$ cat config.mk
export PLATFORM = sky130hd
export DESIGN_NAME = rrf_renamer
export DESIGN_NICKNAME = d
export VERILOG_FILES = /design/src/rtl/rrf_pkg.sv /design/src/rtl/rrf_base_ctr.sv /design/src/rtl/rrf_map.sv /design/src/rtl/rrf_store.sv /design/src/rtl/rrf_renamer.sv
export SDC_FILE = /design/constraint.sdc
export NUM_CORES = 1
export LEC_CHECK = 0
export BUFFER_PORTS_ARGS = -buffer_cell sky130_fd_sc_hd__buf_4
export CORE_AREA = 2 2 267 269
export DETAILED_ROUTE_END_ITERATION = 10
export DIE_AREA = 0 0 269 271
export PLACE_DENSITY_LB_ADDON = 0.25
export SLEW_MARGIN = 20
export SYNTH_ARGS = -nofsm -noshare
export SYNTH_HDL_FRONTEND = slang
export SYNTH_SLANG_ARGS = --single-unit
$ cat constraint.sdc
create_clock -name clk -period 3.5 [get_ports clk]
set_input_delay 0.7 -clock clk [delete_from_list [all_inputs] [get_ports clk]]
set_output_delay 0.7 -clock clk [all_outputs]
set_load 0.01 [all_outputs]
$ cat src/rtl/rrf_pkg.sv
package rrf_pkg;
  // Action applied to the rotating base at the next clock edge.
  typedef enum logic [1:0] {
    BASE_HOLD  = 2'd0,
    BASE_STEP  = 2'd1,
    BASE_CLEAR = 2'd2
  } base_op_e;
endpackage

$ cat src/rtl/rrf_base_ctr.sv
module rrf_base_ctr
  import rrf_pkg::*;
#(
  parameter int NROT = 8,
  localparam int BW = (NROT > 1) ? $clog2(NROT) : 1
) (
  input  logic          clk,
  input  logic          rst_n,
  input  base_op_e      op,
  output logic [BW-1:0] base_q
);
  localparam logic [BW-1:0] TOP = BW'(NROT - 1);

  always_ff @(posedge clk or negedge rst_n) begin
    if (!rst_n) begin
      base_q <= '0;
    end else begin
      unique case (op)
        BASE_CLEAR: base_q <= '0;
        BASE_STEP:  base_q <= (base_q == '0) ? TOP : base_q - 1'b1;
        default:    base_q <= base_q;
      endcase
    end
  end
endmodule

$ cat src/rtl/rrf_map.sv
module rrf_map #(
  parameter int NSTAT = 8,
  parameter int NROT  = 8,
  localparam int IW = $clog2(NSTAT + NROT),
  localparam int BW = (NROT > 1) ? $clog2(NROT) : 1
) (
  input  logic [IW-1:0] log_idx,
  input  logic [BW-1:0] base,
  output logic [IW-1:0] phys_idx
);
  logic [IW:0] off;
  logic [IW:0] sum;

  always_comb begin
    off = {1'b0, log_idx} - (IW+1)'(NSTAT);
    sum = off + (IW+1)'(base);
    if (sum >= (IW+1)'(NROT)) sum = sum - (IW+1)'(NROT);
    if (log_idx < IW'(NSTAT)) phys_idx = log_idx;
    else                      phys_idx = IW'(sum + (IW+1)'(NSTAT));
  end
endmodule

$ cat src/rtl/rrf_store.sv
module rrf_store #(
  parameter int DEPTH = 16,
  parameter int DW    = 32,
  parameter int NRD   = 2,
  localparam int IW = $clog2(DEPTH)
) (
  input  logic                    clk,
  input  logic                    rst_n,
  input  logic                    we,
  input  logic [IW-1:0]           wa,
  input  logic [DW-1:0]           wd,
  input  logic [NRD-1:0][IW-1:0]  ra,
  output logic [NRD-1:0][DW-1:0]  rd
);
  logic [DW-1:0] cells [DEPTH];

  always_ff @(posedge clk or negedge rst_n) begin
    if (!rst_n) begin
      for (int i = 0; i < DEPTH; i++) cells[i] <= '0;
    end else if (we) begin
      cells[wa] <= wd;
    end
  end

  for (genvar p = 0; p < NRD; p++) begin : g_rd
    assign rd[p] = cells[ra[p]];
  end
endmodule

$ cat src/rtl/rrf_renamer.sv
module rrf_renamer
  import rrf_pkg::*;
#(
  parameter int DW    = 32,
  parameter int NSTAT = 8,
  parameter int NROT  = 8,
  localparam int DEPTH = NSTAT + NROT,
  localparam int IW    = $clog2(DEPTH),
  localparam int BW    = (NROT > 1) ? $clog2(NROT) : 1,
  localparam int NRD   = 2
) (
  input  logic          clk,
  input  logic          rst_n,
  input  logic          loop_br,
  input  logic          rrb_clr,
  input  logic          wr_valid,
  input  logic [IW-1:0] wr_idx,
  input  logic [DW-1:0] wr_data,
  input  logic [IW-1:0] rd0_idx,
  output logic [DW-1:0] rd0_data,
  input  logic [IW-1:0] rd1_idx,
  output logic [DW-1:0] rd1_data
);
  logic [BW-1:0]          base_q;
  base_op_e               base_op;
  logic [IW-1:0]          wr_phys;
  logic [NRD-1:0][IW-1:0] rd_log;
  logic [NRD-1:0][IW-1:0] rd_phys;
  logic [NRD-1:0][DW-1:0] rd_val;

  // Clear wins over step.
  always_comb begin
    if (rrb_clr)      base_op = BASE_CLEAR;
    else if (loop_br) base_op = BASE_STEP;
    else              base_op = BASE_HOLD;
  end

  rrf_base_ctr #(.NROT(NROT)) u_base (
    .clk(clk), .rst_n(rst_n), .op(base_op), .base_q(base_q)
  );

  rrf_map #(.NSTAT(NSTAT), .NROT(NROT)) u_wmap (
    .log_idx(wr_idx), .base(base_q), .phys_idx(wr_phys)
  );

  assign rd_log[0] = rd0_idx;
  assign rd_log[1] = rd1_idx;

  for (genvar p = 0; p < NRD; p++) begin : g_rmap
    rrf_map #(.NSTAT(NSTAT), .NROT(NROT)) u_rmap (
      .log_idx(rd_log[p]), .base(base_q), .phys_idx(rd_phys[p])
    );
  end

  rrf_store #(.DEPTH(DEPTH), .DW(DW), .NRD(NRD)) u_store (
    .clk(clk), .rst_n(rst_n), .we(wr_valid), .wa(wr_phys), .wd(wr_data),
    .ra(rd_phys), .rd(rd_val)
  );

  assign rd0_data = rd_val[0];
  assign rd1_data = rd_val[1];
endmodule

==> impl_metrics.csv <==
group,metric,value,unit
timing,fmax,252,MHz
pwr,internal_power,17.6,mW
timing,finalSetupViolCount,64,
logic_synthesis,synthArstFlopShare,100,%
logic_synthesis,synth_area_per_cell,13.0,sq um
placed_design,place_ws,-0.397,ns
detailed_routing,wl_per_cell,27.9,um
pwr,p_leak,15.3,nW
placed_design,io_buffers,112,
pwr,ir_drop,0.383,mV
run_status,violations,"setup timing",
critical_path,start_kind,"register",
global_routing,antenna_found_initial,5,
global_routing,grt_pass1_vias,20800,
logic_synthesis,synth_area_leader_cell,"dfrtp_1",
timing,setup_tns,-24.63,ns
critical_path,crit_type,"reg2out",
global_routing,grt_busiest_layer,"met2",
detailed_routing,first_iter_violations,1560,
floorplanning,dieWidth,269,um
timing,setup_slack,-0.469,ns
cts,clockBufferDepth,3,
cts,cts_hold_buf,0,
global_routing,grt_max_degree,94,
floorplanning,core_area,69800,sq um
pwr,p_comb_share,35.4,%
logic_synthesis,yosysUniqueCellTypes,41,
placed_design,dp_cells,3159,
floorplanning,start_util,39.9,%
detailed_routing,firstDrtPassIters,5,
timing,finClkSkew,0.0174,ns
timing,period_minus_slack,3.97,ns
logic_synthesis,synth_top_area_share,46.2,%
floorplanning,die-height,271,um
critical_path,cp_max_fo,6,
logic_synthesis,synth_area,27900,sq um
placed_design,dpl-instance-area,31100,sq um
logic_synthesis,syn-num-nets,2197,
detailed_routing,drc,0,
detailed_routing,vias,20000,
global_routing,grt_use_met3,3.79,%
detailed_routing,drt_wl_total,92300,um
run,drv_cap,0,
placed_design,dp_hpwl,55600,um
logic_synthesis,synth.area.top_cells,"dfrtp_1 46%, mux2_2 28%, mux2i_1 8.1%, a22oi_1 2.6%, mux4_2 2.6%",
final_layout,fin_cells,3305,
cts,clkLatencyLatePin,0.63,ns
pwr,p_seq_share,39.6,%
min_path,hold_class,"in2async",
logic_synthesis,syn_inst,2137,
global_routing,grt_pass1_wl,136000,um
logic_synthesis,ys_ff_latch,515,
detailed_routing,routed_via_density,6.06,
pwr,total_power,26.0,mW
global_routing,grt_overflow,0,
timing,worst_pin_slew,0.911,ns
global_routing,grt.total_usage,24.8,%
floorplanning,placementRows,97,
logic_synthesis,synth_edf_count,0,
final_layout,final_nets,2376,
pwr,p_sw,8.37,mW
placed_design,gp_congestion,0.835,
global_routing,use_met2,41.1,%
floorplanning,dieArea,72900,sq um
timing,slew_headroom,39.2,%
timing,grt_setup_unrepaired,"yes",
cts,cts_buffers,59,
logic_synthesis,ys.warnings.count,0,
pwr,powerDensity,746,nW/um^2
final_layout,finalInstanceArea,34800,sq um
cts,clkTransAtPathRegs,0.06,ns
global_routing,met1_usage,32.5,%
detailed_routing,ant_nets,0,
final_layout,drive_above_1_share,55.4,%
logic_synthesis,synth_ff_type,"dfrtp_1",
final_layout,area_growth,24.9,%
critical_path,crit_required,2.80,ns
pwr,clkPwrFrac,25.0,%
critical_path,cp-end-kind,"primary output",
pwr,p_sw_share,32.2,%
timing,drv_slew,0,
logic_synthesis,ys_seq_area_share,46.2,%
cts,cts_max_level,2,
run_status,status,"finished with violations",
cts,cts_tree,"done",
critical_path,crit_arrival,3.27,ns
timing,post-route-period-util,113,%
timing,hold_viol_final,0,
floorplanning,ioPinCount,113,
cts,cts_num_sinks,515,
cts,cts_root_buf,"clkbuf_16",
layout by cell type (no fill, tap or decap), types with 3 or more instances in the layout:
master     count
a22oi_1       43
mux2i_1      214
buf_16         3
nand4_1       32
clkbuf_1       9
o22ai_2        4
clkbuf_16     64
mux2_2       671
clkinv_2      15
nor2_1         4
nor2_4         6
a221oi_1      11
buf_8          9
nand2_2       20
buf_4        170
o21a_1         3
dfrtp_1      515
a32oi_2       23
a221oi_2      20
buf_12        68
mux2i_2        6
mux2i_4        8
o22ai_1       60
ha_1           6
clkbuf_8      12
bufinv_16      7
xor2_1         3
inv_1          5
diode_2        3
nand2_1       89
a32oi_1        8
nor3b_4        4
a211o_1       32
mux2_4        34
a22oi_2       53
mux4_2        32
buf_6         58
synthesized netlist by cell type, drive strengths merged (5+ instances only):
master and n:
o22ai 64, nor2 10, a221oi 32, mux4 32, mux2i 228, nor3b 6
a211o 32, mux2 705, dfrtp 515, nand4 32, inv 5, nand2 109
buf 115, a22oi 96, nand3 6, clkbuf 80, a32oi 32, ha 8
final timing paths:
path                                                      from                              to  slack (ns)  cells past startpoint
worst max-delay path              u_base.base_q[0]$_DFFE_PN0P_                     rd0_data[9]       -0.47                     12
worst min-delay path                                     rst_n    u_store.cells[9]$_DFFE_PN0P_        0.15                      1
worst max register to register    u_base.base_q[0]$_DFFE_PN0P_  u_store.cells[400]$_DFFE_PN0P_        0.47                     10
worst min register to register  u_store.cells[158]$_DFFE_PN0P_  u_store.cells[158]$_DFFE_PN0P_        0.53                      1
max in group asynchronous                                rst_n  u_store.cells[123]$_DFFE_PN0P_        2.44                      2
min in group clk                                       rrb_clr    u_base.base_q[0]$_DFFE_PN0P_        0.24                      2
power groups by stage:
stage               combinational, mW  clock [mW]  sequential, mW
finish                           9.21        6.49            10.3
global placement                 8.07           0            10.0
CTS                              8.71        6.61            10.2
global route                     9.82        6.86            10.6
detailed placement               8.26           0            10.2
floorplan                        5.76           0            9.67
worst max-delay path, stage by stage (launching register included):
cell,delay [ns]
dfrtp_1,0.41
ha_2,0.19
fa_2,0.56
mux2i_4,0.09
buf_12,0.16
buf_12,0.14
nor2b_4,0.12
buf_12,0.15
buf_12,0.11
clkbuf_16,0.15
a32oi_2,0.05
a211o_1,0.36
buf_6,0.14
per-layer routing:
| metal | vias to the layer above | wire, um | part of all wire, % |
|---|---|---|---|
| met3 | 206 | 4680 | 5.1 |
| met5 | - | 8 | 0.0087 |
| li1 | 8486 | - | - |
| met1 | 10700 | 39400 | 43 |
| met4 | 2 | 3280 | 3.6 |
| met2 | 634 | 45000 | 49 |
timing repair:
| action | in CTS | in global routing |
|---|---|---|
| setup buffers | 22 | 12 |
| setup endpoints to repair | 64 | 64 |
| cloned | 4 | 5 |
| resized for setup | 111 | 143 |
| pin swaps | 43 | 87 |
cell families (layout without fill, tap and decap cells):
kind of cell             Yosys count  after routing  synth area share, %
multiplexers                     965            965                 39.3
flip-flops                       515            515                 46.2
AO/OA/AOI/OAI                    264            264                 7.28
buffers and inverters            200            425                 3.39
AND/OR/NAND/NOR                  177            177                 3.07
adder cells (fa/ha/maj)           11             11                0.575
XOR/XNOR                           5              5                0.157
other                              0              3                    0
area by class of cell:
type	instances	area [sq um]
fill	5967	35000
multi-input combinational	1422	15100
tap	940	1180
sequential	515	12900
antenna	3	7.51
clock inverter	27	350
timing repair buffer	313	3630
clock buffer	80	1680
inverter	5	18.8
flip-flops by register name, indices dropped and copies added, names as in the netlist:
| register | flops |
|---|---|
| u_store.cells | 512 |
| u_base.base_q | 3 |
metrics by stage:
step	utilization [%]	hold slack, ns
after floorplan	-	0.404
after global placement	44.6	0.504
after detailed placement	44.6	0.514
after CTS	48.6	0.161
after global routing	49.9	0.181
final	49.9	0.153
Note: power is estimated with default switching activity, not from simulation.
